[src/rtl/dpr_pkg.sv]
package dpr_pkg;
  localparam int          OS_RATE    = 16;
  localparam int          OS_MID     = OS_RATE / 2 - 1;
  localparam logic [7:0]  CHAR_FIRST = 8'h31;

  typedef enum logic [2:0] {
    RX_IDLE,
    RX_START,
    RX_DATA,
    RX_STOP,
    RX_WAITHI
  } rx_state_e;
endpackage

[src/rtl/dpr_sync2.sv]
module dpr_sync2 #(
  parameter logic RST_VAL = 1'b1
) (
  input  logic clk,
  input  logic rst_n,
  input  logic d_i,
  output logic q_o
);
  logic meta_q;
  logic sync_q;

  always_ff @(posedge clk or negedge rst_n) begin
    if (!rst_n) begin
      meta_q <= RST_VAL;
      sync_q <= RST_VAL;
    end else begin
      meta_q <= d_i;
      sync_q <= meta_q;
    end
  end

  assign q_o = sync_q;
endmodule

[src/rtl/dpr_uart_rx.sv]
module dpr_uart_rx
  import dpr_pkg::*;
#(
  parameter int OS_DIV = 14,
  parameter int DW     = 8
) (
  input  logic          clk,
  input  logic          rst_n,
  input  logic          rx_i,
  output logic [DW-1:0] data_o,
  output logic          valid_o
);
  localparam int DIV_W = (OS_DIV > 1) ? $clog2(OS_DIV) : 1;
  localparam int IDX_W = (DW > 1) ? $clog2(DW) : 1;

  rx_state_e        state_q, state_d;
  logic [DIV_W-1:0] div_q, div_d;
  logic [3:0]       os_q, os_d;
  logic [IDX_W-1:0] idx_q, idx_d;
  logic [DW-1:0]    shf_q, shf_d;
  logic [DW-1:0]    data_q, data_d;
  logic             valid_q, valid_d;
  logic             tick;
  logic             busy;

  assign tick = (div_q == DIV_W'(OS_DIV - 1));
  assign busy = (state_q == RX_START) || (state_q == RX_DATA) || (state_q == RX_STOP);

  always_comb begin
    state_d = state_q;
    div_d   = div_q;
    os_d    = os_q;
    idx_d   = idx_q;
    shf_d   = shf_q;
    data_d  = data_q;
    valid_d = 1'b0;
    if (busy) begin
      div_d = tick ? '0 : div_q + 1'b1;
      if (tick) os_d = os_q + 4'd1;
    end
    case (state_q)
      RX_IDLE: begin
        if (!rx_i) begin
          state_d = RX_START;
          div_d   = '0;
          os_d    = '0;
        end
      end
      RX_START: begin
        if (tick && os_q == 4'(OS_MID)) begin
          if (rx_i) begin
            state_d = RX_IDLE;
          end else begin
            state_d = RX_DATA;
            os_d    = '0;
            idx_d   = '0;
          end
        end
      end
      RX_DATA: begin
        if (tick && os_q == 4'(OS_RATE - 1)) begin
          shf_d = {rx_i, shf_q[DW-1:1]};
          if (idx_q == IDX_W'(DW - 1)) state_d = RX_STOP;
          else                         idx_d   = idx_q + 1'b1;
        end
      end
      RX_STOP: begin
        if (tick && os_q == 4'(OS_RATE - 1)) begin
          if (rx_i) begin
            valid_d = 1'b1;
            data_d  = shf_q;
            state_d = RX_IDLE;
          end else begin
            state_d = RX_WAITHI;
          end
        end
      end
      RX_WAITHI: begin
        if (rx_i) state_d = RX_IDLE;
      end
      default: state_d = RX_IDLE;
    endcase
  end

  always_ff @(posedge clk or negedge rst_n) begin
    if (!rst_n) begin
      state_q <= RX_IDLE;
      div_q   <= '0;
      os_q    <= '0;
      idx_q   <= '0;
      shf_q   <= '0;
      data_q  <= '0;
      valid_q <= 1'b0;
    end else begin
      state_q <= state_d;
      div_q   <= div_d;
      os_q    <= os_d;
      idx_q   <= idx_d;
      shf_q   <= shf_d;
      data_q  <= data_d;
      valid_q <= valid_d;
    end
  end

  assign data_o  = data_q;
  assign valid_o = valid_q;

  // an accepted character is reported for a single cycle
  a_r5_valid_pulse: assert property (@(posedge clk) disable iff (!rst_n)
    valid_q |=> !valid_q);

  // a character is only delivered when the line was high at the stop sample
  a_r6_stop_high: assert property (@(posedge clk) disable iff (!rst_n)
    valid_q |-> $past(rx_i));

  // after a low stop bit nothing is delivered on the next cycle
  a_r6_no_deliver_in_wait: assert property (@(posedge clk) disable iff (!rst_n)
    (state_q == RX_WAITHI) |=> !valid_q);
endmodule

[src/rtl/dpr_sel_decode.sv]
module dpr_sel_decode
  import dpr_pkg::*;
#(
  parameter int NGRP  = 8,
  parameter int SEL_W = (NGRP > 1) ? $clog2(NGRP) : 1
) (
  input  logic             clk,
  input  logic             rst_n,
  input  logic             valid_i,
  input  logic [7:0]       char_i,
  output logic [SEL_W-1:0] sel_o
);
  localparam logic [8:0] CHAR_END = {1'b0, CHAR_FIRST} + 9'(NGRP);

  logic [SEL_W-1:0] sel_q, sel_d;
  logic             in_range;
  logic [7:0]       offset;

  assign in_range = ({1'b0, char_i} >= {1'b0, CHAR_FIRST}) && ({1'b0, char_i} < CHAR_END);
  assign offset   = char_i - CHAR_FIRST;

  always_comb begin
    sel_d = sel_q;
    if (valid_i && in_range) sel_d = offset[SEL_W-1:0];
  end

  always_ff @(posedge clk or negedge rst_n) begin
    if (!rst_n) sel_q <= '0;
    else        sel_q <= sel_d;
  end

  assign sel_o = sel_q;

  // the selection moves only on a delivered character
  a_r9_sel_hold: assert property (@(posedge clk) disable iff (!rst_n)
    !$past(valid_i) |-> $stable(sel_q));

  // a delivered character outside the digit range is ignored
  a_r2_ignore_char: assert property (@(posedge clk) disable iff (!rst_n)
    $past(valid_i && (char_i < CHAR_FIRST || {1'b0, char_i} >= CHAR_END)) |-> $stable(sel_q));
endmodule

[src/rtl/dpr_probe_mux.sv]
module dpr_probe_mux #(
  parameter int NGRP  = 8,
  parameter int PW    = 16,
  parameter int SEL_W = (NGRP > 1) ? $clog2(NGRP) : 1
) (
  input  logic               clk,
  input  logic               rst_n,
  input  logic [NGRP*PW-1:0] bus_i,
  input  logic [SEL_W-1:0]   sel_i,
  output logic [PW-1:0]      probe_o
);
  logic [PW-1:0] grp [NGRP];
  logic [PW-1:0] probe_q, probe_d;

  for (genvar g = 0; g < NGRP; g++) begin : g_slice
    assign grp[g] = bus_i[g*PW +: PW];
  end

  always_comb begin
    probe_d = '0;
    for (int k = 0; k < NGRP; k++) begin
      if (sel_i == SEL_W'(k)) probe_d = grp[k];
    end
  end

  always_ff @(posedge clk or negedge rst_n) begin
    if (!rst_n) probe_q <= '0;
    else        probe_q <= probe_d;
  end

  assign probe_o = probe_q;
endmodule

[src/rtl/dbg_probe_router.sv]
module dbg_probe_router #(
  parameter int NGRP   = 8,
  parameter int PW     = 16,
  parameter int OS_DIV = 14
) (
  input  logic                                     clk,
  input  logic                                     rst_n,
  input  logic                                     rx_i,
  input  logic [NGRP*PW-1:0]                       probe_bus_i,
  output logic [PW-1:0]                            probe_o,
  output logic [((NGRP > 1) ? $clog2(NGRP) : 1)-1:0] sel_o
);
  localparam int SEL_W = (NGRP > 1) ? $clog2(NGRP) : 1;

  logic             rst_sync_n;
  logic             rx_sync;
  logic [7:0]       rx_char;
  logic             rx_valid;
  logic [SEL_W-1:0] sel;

  dpr_sync2 #(.RST_VAL(1'b0)) u_rst_sync (
    .clk   (clk),
    .rst_n (rst_n),
    .d_i   (1'b1),
    .q_o   (rst_sync_n)
  );

  dpr_sync2 #(.RST_VAL(1'b1)) u_rx_sync (
    .clk   (clk),
    .rst_n (rst_sync_n),
    .d_i   (rx_i),
    .q_o   (rx_sync)
  );

  dpr_uart_rx #(.OS_DIV(OS_DIV), .DW(8)) u_rx (
    .clk     (clk),
    .rst_n   (rst_sync_n),
    .rx_i    (rx_sync),
    .data_o  (rx_char),
    .valid_o (rx_valid)
  );

  dpr_sel_decode #(.NGRP(NGRP), .SEL_W(SEL_W)) u_dec (
    .clk     (clk),
    .rst_n   (rst_sync_n),
    .valid_i (rx_valid),
    .char_i  (rx_char),
    .sel_o   (sel)
  );

  dpr_probe_mux #(.NGRP(NGRP), .PW(PW), .SEL_W(SEL_W)) u_mux (
    .clk     (clk),
    .rst_n   (rst_sync_n),
    .bus_i   (probe_bus_i),
    .sel_i   (sel),
    .probe_o (probe_o)
  );

  assign sel_o = sel;

  logic chk_live_q;
  always_ff @(posedge clk or negedge rst_sync_n) begin
    if (!rst_sync_n) chk_live_q <= 1'b0;
    else             chk_live_q <= 1'b1;
  end

  // header shows last cycle's group as named by last cycle's selection
  a_r4_probe_follows: assert property (@(posedge clk) disable iff (!rst_sync_n)
    chk_live_q |-> (probe_o == $past(probe_bus_i[sel_o*PW +: PW])));

  // during reset the header and selection are cleared
  a_r3_reset_state: assert property (@(posedge clk)
    !rst_sync_n |-> (probe_o == '0 && sel_o == '0));
endmodule

[config.mk]
export PLATFORM = sky130hd
export DESIGN_NAME = dbg_probe_router
export DESIGN_NICKNAME = d
export VERILOG_FILES = /design/src/rtl/dpr_pkg.sv /design/src/rtl/dpr_sync2.sv /design/src/rtl/dpr_uart_rx.sv /design/src/rtl/dpr_sel_decode.sv /design/src/rtl/dpr_probe_mux.sv /design/src/rtl/dbg_probe_router.sv
export SDC_FILE = /design/constraint.sdc
export NUM_CORES = 1
export LEC_CHECK = 0
export BUFFER_PORTS_ARGS = -buffer_cell sky130_fd_sc_hd__buf_2
export CAP_MARGIN = 25
export CORE_AREA = 2 2 89 91
export CTS_CLUSTER_SIZE = 25
export DETAILED_ROUTE_END_ITERATION = 10
export DIE_AREA = 0 0 91 93
export PLACE_DENSITY = 0.79
export SYNTH_ARGS = -nofsm -noshare
export SYNTH_HDL_FRONTEND = slang
export SYNTH_HIERARCHICAL = 1
export SYNTH_SLANG_ARGS = --single-unit
[constraint.sdc]
create_clock -name clk -period 2.3 [get_ports clk]
set_input_delay 0 -clock clk [delete_from_list [all_inputs] [get_ports clk]]
set_output_delay 0 -clock clk [all_outputs]
set_load 0.03 [all_outputs]
# --- Yosys cells after proc, flatten, opt, wreduce, memory -nomap -nowiden ---
# Index checks and enable logic that the tools add are counted.
# W data, S select, Z words.
classes:
  n_shift: 0
  mux: 34
  bitwise_logic: 0
  n_reduce_logical: 13
  multipliers: 0
  div_mod_pow: 0
  addsub: 4
  magnitude_cmp: 2
  eq_ne: 23
op_table:
  columns: ["operator", "n"]
  rows:
  - ["$mux W16", 8]
  - ["$mux W3", 11]
  - ["$mux W4", 8]
  - ["$eq A3 B3 Y1 const B", 6]
  - ["$ne A2 B2 Y1 const B", 8]
  - ["$pmux W3 S5", 1]
  - ["$eq A3 B2 Y1 const B", 4]
  - ["$add A4 B1 Y4 const B", 2]
  - ["$eq A4 B4 Y1 const B", 2]
  - ["$ge A8 B6 Y1 const B", 1]
  - ["$lt A8 B6 Y1 const B", 1]
  - ["$pmux W4 S2", 1]
  - ["$eq A3 B1 Y1 const B", 2]
  - ["$logic_not A3 Y1", 2]
  - ["$pmux W3 S2", 1]
  - ["$reduce_and A6 Y1", 1]
  - ["$reduce_and A5 Y1", 1]
  - ["$eq A4 B3 Y1 const B", 1]
  - ["$logic_and A1 B1 Y1", 4]
  - ["$add A3 B1 Y3 const B", 1]
  - ["$mux W1", 3]
  - ["$reduce_and A3 Y1", 1]
  - ["$sub A3 B1 Y3 const B", 1]
  - ["$logic_or A1 B1 Y1", 2]
  - ["3 further kinds", 3]
word_totals:
  mem_bits_rw: 0
  elab_cells: 89
  output_inout_bits: 19
  n_memories: 0
  latch_bits: 0
  mem_bits_ro: 0
  regBits: 54
  inputBits: 131

# --- Longest topological paths before layout ---
# Gate-level depths: netlist of the first run.
logic_depth:
  depth_word: 9
  ltp_mapped: 7
  depth_no_buf: 5

# --- Cells and area by module ---
# Netlist of the first run, hierarchy kept.
by_module_without_submodules:
  columns: ["mod", "area_each_um2", "instances", "cells_per_inst", "seq_area_each_um2"]
  rows:
  - ["dpr_probe_mux", 1762.9, 1, 205, 400.4]
  - ["dpr_uart_rx", 1458.9, 1, 122, 775.7]
  - ["dpr_sel_decode", 220.2, 1, 17, 75.1]
  - ["dpr_sync2 (u_rx_sync)", 52.6, 1, 2, 52.6]
  - ["dpr_sync2 (u_rst_sync)", 50.0, 1, 2, 50.0]
  - ["dbg_probe_router", 3.8, 1, 1, 0.0]

# --- Worst setup path before layout of the first run ---
# Ideal clock, no wire load.
synth_timing:
  path_kind: "register -> register"
  from: "reg u_rx.data_q[0], in the netlist u_rx/data_o[0]"
  to: "reg u_dec.sel_q[0], in the netlist u_dec/sel_o[0]"
  path_slack_ns: 0.627
  arrival_ns: 1.546
  n_path_buf: 0
  setup_time_ns: 0.127
  path_stages_with_launch: 6
  period_less_slack_ns: 1.673
  cell_sequence: "dfrtp_1 -> inv_1 -> ha_1 -> nor4b_2 -> a2111oi_4 -> mux2_1"
synth_between:
  elab_cells_between_ends: 5
  classes_between: "add/sub (1); order compare (2); reduce/logical (2)"
synth_lines:
  columns: ["item", "line_no", "rtl"]
  rows:
  - ["start, declared", "dpr_uart_rx.sv:21", "logic [DW-1:0] data_q, data_d;"]
  - ["start signal, assigned", "dpr_uart_rx.sv:100", "data_q <= data_d;"]
  - ["$sub A3 B1 Y3", "dpr_sel_decode.sv:20", "assign offset = char_i - CHAR_FIRST;"]
  - ["named net u_dec.offset[0]", "dpr_sel_decode.sv:17", "logic [7:0] offset;"]
  - ["end signal, assigned", "dpr_sel_decode.sv:29", "else sel_q <= sel_d;"]
  - ["end, declared", "dpr_sel_decode.sv:15", "logic [SEL_W-1:0] sel_q, sel_d;"]
# The timed path passes the listed nets, and every way through them passes these cells.
# A chain may end at the register's enable or synchronous reset.

# --- Final worst setup path of the first run ---
layout_timing:
  from: "reg u_rx.state_q[1]"
  to: "reg u_rx.data_q[2], in the netlist u_rx/data_o[2]"
layout_between:
  elab_chain_len: 2
layout_rtl:
  columns: ["item", "line_no", "rtl"]
  rows:
  - ["start, declared", "dpr_uart_rx.sv:16", "rx_state_e state_q, state_d;"]
  - ["start signal, assigned", "dpr_uart_rx.sv:95", "state_q <= state_d;"]
  - ["$eq A3 B2 Y1", "dpr_uart_rx.sv:41", "case (state_q)"]
  - ["$reduce_and A3 Y1 (no source line)", null, null]
# No other way between the ends.

==> results of run 1 <==
-- synth_stat cells (4+ instances only) --
cell	n
dfrtp_1	52
nand2_1	37
mux2i_1	35
a21oi_1	32
nor2_1	21
mux2_2	19
a22oi_1	15
o31a_1	14
buf_2	13
a221oi_2	10
or2_0	10
o21ai_0	8
a221oi_1	5
buf_4	5
buf_6	5
ha_1	5
nand3_1	5
nor3_1	4
o211ai_1	4
or2_1	4
xor2_1	4
-- report_power, final --
group          internal [uW]  leakage, uW  switching, uW
Sequential              1020     0.000686           91.9
Clock                    216    0.0000452            309
Combinational            205      0.00133            175
-- per-layer routing --
layer | share of wire | up-vias | wire, um | GRT usage
met4 | 0.034 | 0 | 326 | 0.101
met1 | 0.40 | 1546 | 3830 | 0.277
met2 | 0.49 | 140 | 4630 | 0.381
met3 | 0.079 | 30 | 757 | 0.0419
li1 | - | 1566 | - | -
met5 | 0 | - | 0 | 0
-- timing repair --
item | 4_1_cts | 5_1_grt
hold endpoints to repair | 5 | 0
setup endpoints to repair | 0 | 0
hold buffers | 7 | 0
resized for setup | 0 | 0
buffers inserted | 0 | 0
-- state kept, by name, summed over array words and instances (netlist names), 3 cells and up --
name / cells
u_rx/idx_q: 3
u_rx/div_q: 4
u_rx/shf_q: 8
u_rx/state_q: 3
u_rx/data_o: 8
u_mux/probe_o: 16
u_dec/sel_o: 3
u_rx/os_q: 4
-- area by class of cell --
cell class              count  area [sq um]  area share
clock buffers               6          72.6      0.0162
flip-flops and latches     54          1360       0.304
inverters                   3          11.3     0.00252
well taps                 102           128      0.0285
repair buffers            165           896       0.200
multi-input cells         264          1990       0.446
clock inverters             2          13.8     0.00308
-- worst reg2reg max path, stage by stage (launching register included) --
cell and delay, ns:
dfrtp_1 0.59, nand2_1 0.21, nor4_4 0.54, mux2_2 0.41
-- metrics by stage --
| stage | total power [uW] | hold WS [ns] | area (sq um) | cells |
|---|---|---|---|---|
| final | 2020 | 0.0309 | 4470 | 596 |
| after global routing | 2120 | 0.0424 | 4470 | 596 |
| after CTS | 2040 | 0.0193 | 4470 | 596 |
| after detailed placement | 1500 | -0.211 | 4320 | 581 |
| after global placement | 1490 | -0.215 | 4320 | 581 |
| after floorplan | 1310 | -0.296 | 3550 | 349 |
-- how the worst max path moves through the flow --
stage | from | to | slack (ns)
floorplan | u_rx/data_o[0]$_DFFE_PN0P_ | u_dec/sel_o[0]$_DFFE_PN0P_ | 0.63
global placement | u_dec/sel_o[1]$_DFFE_PN0P_ | u_mux/probe_o[1]$_DFF_PN0_ | 0.51
detailed placement | u_rx/state_q[1]$_DFFE_PN0P_ | u_rx/data_o[2]$_DFFE_PN0P_ | 0.47
CTS | u_rx/state_q[1]$_DFFE_PN0P_ | u_rx/data_o[2]$_DFFE_PN0P_ | 0.45
global route | u_dec/sel_o[1]$_DFFE_PN0P_ | u_mux/probe_o[12]$_DFF_PN0_ | 0.33
finish | u_rx/state_q[1]$_DFFE_PN0P_ | u_rx/data_o[2]$_DFFE_PN0P_ | 0.45
-- cells by family after synthesis --
group / Yosys count / synth area share
simple gates: 104 / 0.162
buf+inv: 31 / 0.0568
other cells: 1 / 0.00106
mux: 56 / 0.165
flops: 54 / 0.382
compound gates: 93 / 0.203
xor+xnor: 5 / 0.0123
fa+ha+maj: 5 / 0.0176
==> reports/summary.txt, run 1 <==
Fill cell count: 679
DP HPWL: 7180 um
Cell Pwr Density: 451 mW/mm^2
Reg2Reg Launch Point: u_rx/state_q[1]$_DFFE_PN0P_
CP max stage delay: 0.59 ns
Worst Hold Launch: probe_bus_i[100]
Cell taking the most area after synthesis: dfrtp_1
Slowest-stage cell, CP: dfrtp_1
GRT Total Usage: 0.224
Required time of the critical path: 2.50 ns
Initial core utilization: 0.471
Synth top area cells: dfrtp_1, mux2i_1, mux2_2, a21oi_1, a221oi_2
R2R Setup Slk: 0.45 ns
Num ports: 150
Clock sinks: 54
Peak VDD IR: 0.000352 V
Yosys synthesis warning count: 6
Cell area after synthesis: 0.00355 sq mm
Reg2reg end: u_rx/data_o[2]$_DFFE_PN0P_
Yosys top cell area share: 0.367
Pin count of the biggest net entering global routing: 67
CP max FO: 13
Setup ws final: 0.448 ns
Register area share after synthesis: 0.382
Max cap viols: 0
Worst Hold Path EP: u_mux/probe_o[4]$_DFF_PN0_
Routed vias: 3282
Flip-flop and latch count after synthesis: 54
Cell family with most CP delay: simple AND/OR/NAND/NOR gates
Post-route ant nets: 0
Total gr overflow: 0
Root Driver: clkbuf_8
Worst-path clk slew: 0.10 ns
Residual DRC: 0
Drt via density: 5.51
Vias in the first global route: 3132
# H-tree levels: 2
WL/cell: 16.0 um
CP Class: reg -> reg
Syn Area/Cell: 10.2 sq um
Nets: 629
Critical Path AT: 2.05 ns
Antenna cell count: 0
Core Box Area: 0.00753 sq mm
Most frequent cells in the layout: buf_2, dfrtp_1, nand2_1
Number of DRC markers in iteration 0: 189
Final hold violations: 0
Post-synth EDFFs: 0
Clk buf depth: 2
DRT Pass-1 Iters: 4
Worst reg-to-reg path cell count: 3
CP Depth: 3
Area Overhead vs Synth: 26.0%
Unrepaired setup endpoints after global routing: false
Post-synthesis cell count: 349
HP Class: in -> reg
DP Worst Slack: 0.472 ns
Status: completed
Leak pwr: 0.00206 uW
Commonest non-fill, non-tap cell in the layout: buf_2
CP endpoint kind: flip-flop
Fraction of registers with async set/reset: 1.00
CTS tree: built
Worst-skew pair later-pin latency: 0.31 ns
CTS buffer count: 5
Main synth FF type: dfrtp_1
CP startpoint kind: flip-flop
Util after Layout: 0.594
Final Setup Violations: 0
Hold path depth: 4
Final worst-path cycle share: 0.805
Post-Syn Nets: 485
FMAX: 540 MHz
Worst path cell trace: nand2_1 -> nor4_4 -> mux2_2
Actual slew at the worst max-slew pin: 0.669 ns
Total Die Area: 0.00846 sq mm
First-pass GRT wire length: 15100 um
Routed WL: 9550 um
Fin crit period: 1.85 ns
Antenna violations before repair: 0
Pins Over Slew Limit: 0
Layout cells sized above 1: 0.425
Netlist cell types: 54
Rel. slew slack: 0.550
Gpl congestion: 0.944
Setup TNS: 0 ns
Worst clock skew: 0.0104 ns
IO Port Bufs: 149
Critical path buffer and inverter count: 0
Rows: 32
DIE HEIGHT: 93 um
Die Span X: 91 um
Power figures use the tool's default switching activity.
==> run 2, diff against run 1 <==
Clock period 2.3 ns to 1.75 ns, I/O delays scaled along.
==> reports/summary.txt, run 2 (synthesized netlist as in run 1, its figures left out) <==
CP Class: reg -> reg
CP endpoint kind: flip-flop
Nets: 642 (+2.1%)
Pins Over Slew Limit: 0 (unchanged)
Most frequent cells in the layout: buf_2, dfrtp_1, nand2_1
Antenna violations before repair: 0 (unchanged)
Max FFs per register: 16 (unchanged)
CP startpoint kind: flip-flop
Commonest non-fill, non-tap cell in the layout: buf_2
Post-route ant nets: 0 (unchanged)
GRT Total Usage: 0.230 (+0.00634)
Actual slew at the worst max-slew pin: 0.646 ns (-0.0225 ns)
Max cap viols: 0 (unchanged)
Initial core utilization: 0.471 (unchanged)
CTS tree: built
Die Span X: 91 um (unchanged)
Critical Path Source: u_rx/os_q[0]$_DFF_PN0_
Reg2Reg Launch Point: u_rx/os_q[0]$_DFF_PN0_
Routed WL: 9920 um (+3.9%)
Pin count of the biggest net entering global routing: 37 (-45%)
CP max FO: 8 (-5)
Gpl congestion: 0.865 (-8.4%)
Worst-path clk slew: 0.10 ns (about the same)
Placed cell areas: 0.00442 sq mm (+2.3%)
Vias in the first global route: 3276 (+4.6%)
Fill cell count: 674 (-0.74%)
Fin crit period: 1.67 ns (-0.178 ns)
Core Box Area: 0.00753 sq mm (unchanged)
Layout cells sized above 1: 0.450 (+0.0246)
Worst clock skew: 0.0136 ns (+0.00313 ns)
Rows: 32 (unchanged)
Critical Path AT: 1.86 ns (-0.19 ns)
Area Overhead vs Synth: 30.8%
Cell Pwr Density: 588 mW/mm^2 (+30%)
Setup TNS: 0 ns (unchanged)
Num ports: 150 (unchanged)
DRT Pass-1 Iters: 4 (unchanged)
WL/cell: 16.3 um (+1.7%)
Rel. slew slack: 0.567 (+0.0172)
Leak pwr: 0.00214 uW (+3.9%)
CTS buffer count: 5 (unchanged)
Worst Hold Launch: probe_bus_i[109]
Clock sinks: 54 (unchanged)
Total gr overflow: 0 (unchanged)
DIE HEIGHT: 93 um (unchanged)
Final Setup Violations: 0 (unchanged)
Final worst-path cycle share: 0.957 (+0.151)
Clk buf depth: 2 (unchanged)
Peak VDD IR: 0.000551 V (+56%)
Worst hold slack: 0.0272 ns (-0.00371 ns)
Worst-skew pair later-pin latency: 0.31 ns (about the same)
Status: completed
Root Driver: clkbuf_8
# H-tree levels: 2 (unchanged)
DP HPWL: 7410 um (+3.1%)
Design Area, Final: 0.00464 sq mm (+3.8%)
Routed vias: 3356 (+2.3%)
Antenna cell count: 0 (unchanged)
Required time of the critical path: 1.94 ns (-0.56 ns)
Drt via density: 5.51 (about the same)
IO Port Bufs: 149 (unchanged)
FMAX: 597 MHz (+11%)
Total Die Area: 0.00846 sq mm (unchanged)
HP Class: in -> reg
First-pass GRT wire length: 15600 um (+3.2%)
Final hold violations: 0 (unchanged)
Number of DRC markers in iteration 0: 164 (-13%)
Residual DRC: 0 (unchanged)
-- run 2: cell count changes in the layout (fill, tap and decap cells not counted), sizes merged --
cell,previous run,this run
clkbuf,6,8
clkinv,2,1
buf,158,170
-- run 2: final cells by class --
type                            instances  area (sq um)  area share
Multi-Input combinational cell        264          2010       0.433
Tap cell                              102           128      0.0275
Sequential cell                        54          1360       0.292
Clock buffer                            7          86.3      0.0186
Clock inverter                          1          5.00     0.00108
Timing Repair Buffer                  178          1040       0.225
Inverter                                3          11.3     0.00243
-- run 2: path summary, 6_finish.rpt --
check,endpoint,cells past startpoint,slack (ns)
max in group asynchronous,u_dec/sel_o[1]$_DFFE_PN0P_,1,1.05
hold reg to reg,u_rx/state_q[0]$_DFFE_PN0P_,0,0.18
setup reg to reg,u_rx/shf_q[7]$_DFFE_PN0P_,6,0.08
min in group asynchronous,u_rx/state_q[0]$_DFFE_PN0P_,0,0.18
hold / removal,u_mux/probe_o[13]$_DFF_PN0_,4,0.03
setup / recovery,u_rx/shf_q[7]$_DFFE_PN0P_,6,0.08
-- run 2: through the flow --
stage                     cells  total power [uW]  setup slack (ns)   util
after global routing        609              2870          -0.00429  0.617
after detailed placement    591              2000           -0.0531  0.587
after floorplan             349              1730            0.0766      -
final                       609              2730            0.0759  0.617
after CTS                   607              2730            0.0170  0.609
after global placement      591              1970            0.0654  0.587
-- run 2: layer usage --
metal  vias up  global-route usage  routed length (um)
li1       1591                   -                   -
met2       141               0.405                5010
met4         0               0.109                 306
met3        24              0.0427                 667
met5         -                   0                   0
met1      1600               0.273                3930
-- run 2: critical path, cell delays in order, from the launching register on --
cell      delay, ns
dfrtp_1        0.38
ha_2           0.21
nand3b_4       0.13
nor2_4         0.13
and4_1         0.21
buf_6          0.14
mux2_2         0.34
-- run 2: what timing repair did --
item	4_1_cts	5_1_grt
pin swaps	1	2
resized for setup	0	8
endpoints found under the setup margin	2	23
setup buffers	1	1
hold buffers	7	0
hold endpoints to repair	5	0
gates cloned	0	1
-- run 2: power breakdown --
| group | switching [uW] | internal, uW | total (uW) |
|---|---|---|---|
| sequential | 102 | 1340 | 1440 |
| combinational | 268 | 307 | 575 |
| clock | 393 | 320 | 713 |
==> run 3, diff against run 2 <==
Settings changed: CORE_AREA 2 2 89 91 to 2 2 86 88, DIE_AREA 0 0 91 93 to 0 0 88 90, SETUP_SLACK_MARGIN set to 0.05, SYNTH_HIERARCHICAL 1 to unset.
==> reports/summary.txt, run 3 <==
Status: completed
Cell area after synthesis: 0.00317 sq mm (-11%)
Actual slew at the worst max-slew pin: 0.633 ns (-0.0136 ns)
Layout cells sized above 1: 0.481 (+0.0309)
Number of DRC markers in iteration 0: 192 (+17%)
Initial core utilization: 0.451 (-0.0203)
Most frequent cells after synthesis: dfrtp_1, o22ai_1, nor2_1, mux2_2, nand2_1
Num ports: 150 (unchanged)
Rel. slew slack: 0.578 (+0.0110)
CP startpoint kind: flip-flop
CP max stage delay: 0.40 ns (+0.02 ns)
Final Setup Violations: 0 (unchanged)
Post-synth EDFFs: 0 (unchanged)
CTS tree: built
FMAX: 612 MHz (+2.5%)
Routed WL: 9180 um (-7.4%)
Fill cell count: 558 (-17%)
Fin crit period: 1.63 ns (-0.0404 ns)
Most frequent cells in the layout: buf_2, dfrtp_1, o22ai_1
Post-synthesis cell count: 296 (-15%)
Worst-path clk slew: 0.11 ns (about the same)
Critical path buffer and inverter count: 0 (-1)
First-pass GRT wire length: 14600 um (-6.3%)
Netlist cell types: 46 (-15%)
DRT Pass-1 Iters: 4 (unchanged)
Finished Layout Cells: 563 (-7.6%)
Register area share after synthesis: 0.427 (+0.0460)
Routed vias: 3105 (-7.5%)
Max cap viols: 0 (unchanged)
Fraction of registers with async set/reset: 1.00 (unchanged)
Peak VDD IR: 0.000426 V (-23%)
IO Port Bufs: 149 (unchanged)
Yosys top cell area share: 0.411 (+0.0442)
Core Box Area: 0.00702 sq mm (-6.7%)
Area Overhead vs Synth: 37.4%
Pin count of the biggest net entering global routing: 53 (+43%)
Rows: 31 (-3.1%)
DP HPWL: 6810 um (-8.0%)
Clk buf depth: 2 (unchanged)
Total gr overflow: 0 (unchanged)
# H-tree levels: 2 (unchanged)
Main synth FF type: dfrtp_1
Design Area, Final: 0.00435 sq mm (-6.3%)
DIE HEIGHT: 90 um (-3.2%)
Max FFs per register: 16 (unchanged)
Gpl congestion: 0.927 (+7.2%)
Antenna cell count: 0 (unchanged)
Total Die Area: 0.00792 sq mm (-6.4%)
CP Class: reg -> reg
Pins Over Slew Limit: 0 (unchanged)
HP Class: in -> reg
GRT Total Usage: 0.234 (+0.00365)
Cell family with most CP delay: simple AND/OR/NAND/NOR gates
Cell taking the most area after synthesis: dfrtp_1
Placed cell areas: 0.00404 sq mm (-8.6%)
Placed cells: 534 (-9.6%)
Syn Area/Cell: 10.7 sq um (+5.2%)
Required time of the critical path: 1.96 ns (+0.02 ns)
Slowest-stage cell, CP: dfrtp_1
Leak pwr: 0.00209 uW (-2.3%)
Yosys synthesis warning count: 0 (-6)
Root Driver: clkbuf_8
Nets: 599 (-6.7%)
Post-Syn Nets: 432 (-11%)
Die Span X: 88 um (-3.3%)
CP max FO: 8 (unchanged)
Commonest non-fill, non-tap cell in the layout: buf_2
WL/cell: 16.3 um (+0.12%)
Worst path cell trace: ha_1 -> and4_1 -> nand2_1 -> nor2_4 -> mux2_2
Flip-flop and latch count after synthesis: 54 (unchanged)
Post-route ant nets: 0 (unchanged)
CTS buffer count: 5 (unchanged)
Cell Pwr Density: 640 mW/mm^2 (+8.8%)
Top-count cell post-synth: dfrtp_1
Clock sinks: 54 (unchanged)
Synth top area cells: dfrtp_1, mux2_2, mux2i_1, o22ai_1, mux4_2
Critical Path AT: 1.85 ns (about the same)
Worst clock skew: 0.00867 ns (-0.00489 ns)
CP endpoint kind: flip-flop
Final hold violations: 0 (unchanged)
Vias in the first global route: 3196 (-2.4%)
Antenna violations before repair: 0 (unchanged)
Unrepaired setup endpoints after global routing: true
Drt via density: 5.52 (about the same)
Worst-skew pair later-pin latency: 0.32 ns (about the same)
Residual DRC: 0 (unchanged)
Final worst-path cycle share: 0.934 (-0.0231)
run 3: cell count changes after synthesis, moves of 14 or more:
cell,previous run,this run
a21oi_1,32,5
o22ai_1,0,26
mux2i_1,35,17
nand2_1,37,21
a22oi_1,15,0
o31a_1,14,0
run 3: layout make-up:
| type | count | area, sq um | area share |
|---|---|---|---|
| Clock buffer | 5 | 68.8 | 0.0158 |
| Clock inverter | 3 | 28.8 | 0.00661 |
| Inverter | 6 | 22.5 | 0.00518 |
| Multi-Input combinational cell | 215 | 1700 | 0.390 |
| Sequential cell | 54 | 1360 | 0.312 |
| Tap cell | 99 | 124 | 0.0285 |
| Timing Repair Buffer | 181 | 1050 | 0.242 |
run 3: worst reg2reg max path: cells and delay by family, from the launching register on:
family,cells,cell delay (ns)
muxes,1,0.37
adders and majority gates,1,0.23
DFF,1,0.40
and+or+nand+nor,3,0.52
run 3: worst paths after layout:
kind                                          start                          to  slack (ns)  cells after the start
max                          u_rx.os_q[0]$_DFF_PN0_   u_rx.shf_q[3]$_DFFE_PN0P_        0.12                      5
min                                probe_bus_i[119]  u_mux.probe_o[7]$_DFF_PN0_        0.02                      3
max reg2reg                  u_rx.os_q[0]$_DFF_PN0_   u_rx.shf_q[3]$_DFFE_PN0P_        0.12                      5
min reg2reg                u_rst_sync.q_o$_DFF_PN0_     u_rx.div_q[3]$_DFF_PN0_        0.25                      1
max in group asynchronous                     rst_n    u_rst_sync.q_o$_DFF_PN0_        1.09                      3
min in group asynchronous  u_rst_sync.q_o$_DFF_PN0_     u_rx.div_q[3]$_DFF_PN0_        0.25                      1
run 3: logic make-up (layout without fill, tap and decap cells):
group,after synthesis,in the layout,synth area share
AOI/OAI and AO/OA,82,82,0.197
xor gates and xnor gates,4,4,0.0111
adders and majority gates,5,5,0.0198
buffers and inverters,28,195,0.0442
DFF,54,54,0.427
muxes,47,47,0.182
other,1,1,0.00118
and+or+nand+nor,75,76,0.117
run 3: what timing repair did:
| item | CTS | global route |
|---|---|---|
| pin swaps | 0 | 1 |
| hold buffers | 16 | 0 |
| endpoints found under the hold margin | 16 | 0 |
| gates cloned | 0 | 1 |
| endpoints found under the setup margin | 13 | 34 |
| buffers inserted | 0 | 4 |
| gates resized for setup | 1 | 4 |
run 3: power breakdown:
group / internal [uW] / total [uW] / switching, uW
logic: 308 / 570 / 262
clock network: 301 / 767 / 466
registers: 1350 / 1450 / 98.9
total: 1960 / 2780 / 827
run 3: per-layer routing:
layer  vias to the layer above  GRT usage  part of all wire
met2                       144      0.387              0.51
met5                         -          0                 0
met1                      1480      0.277              0.39
met3                        27     0.0569             0.065
met4                         0      0.119             0.037
li1                       1454          -                 -
run 3: metrics by stage:
stage	power, uW	TNS [ns]	hold slack (ns)	setup WS (ns)	utilization
after floorplan	1740	0	-0.296	0.0193	-
after global placement	1960	0	-0.212	0.0110	0.575
after detailed placement	1990	-0.0588	-0.209	-0.0125	0.575
after CTS	2770	0	0.00951	0.0605	0.612
after global routing	2930	0	0.0207	0.0307	0.620
final	2780	0	0.0153	0.116	0.620
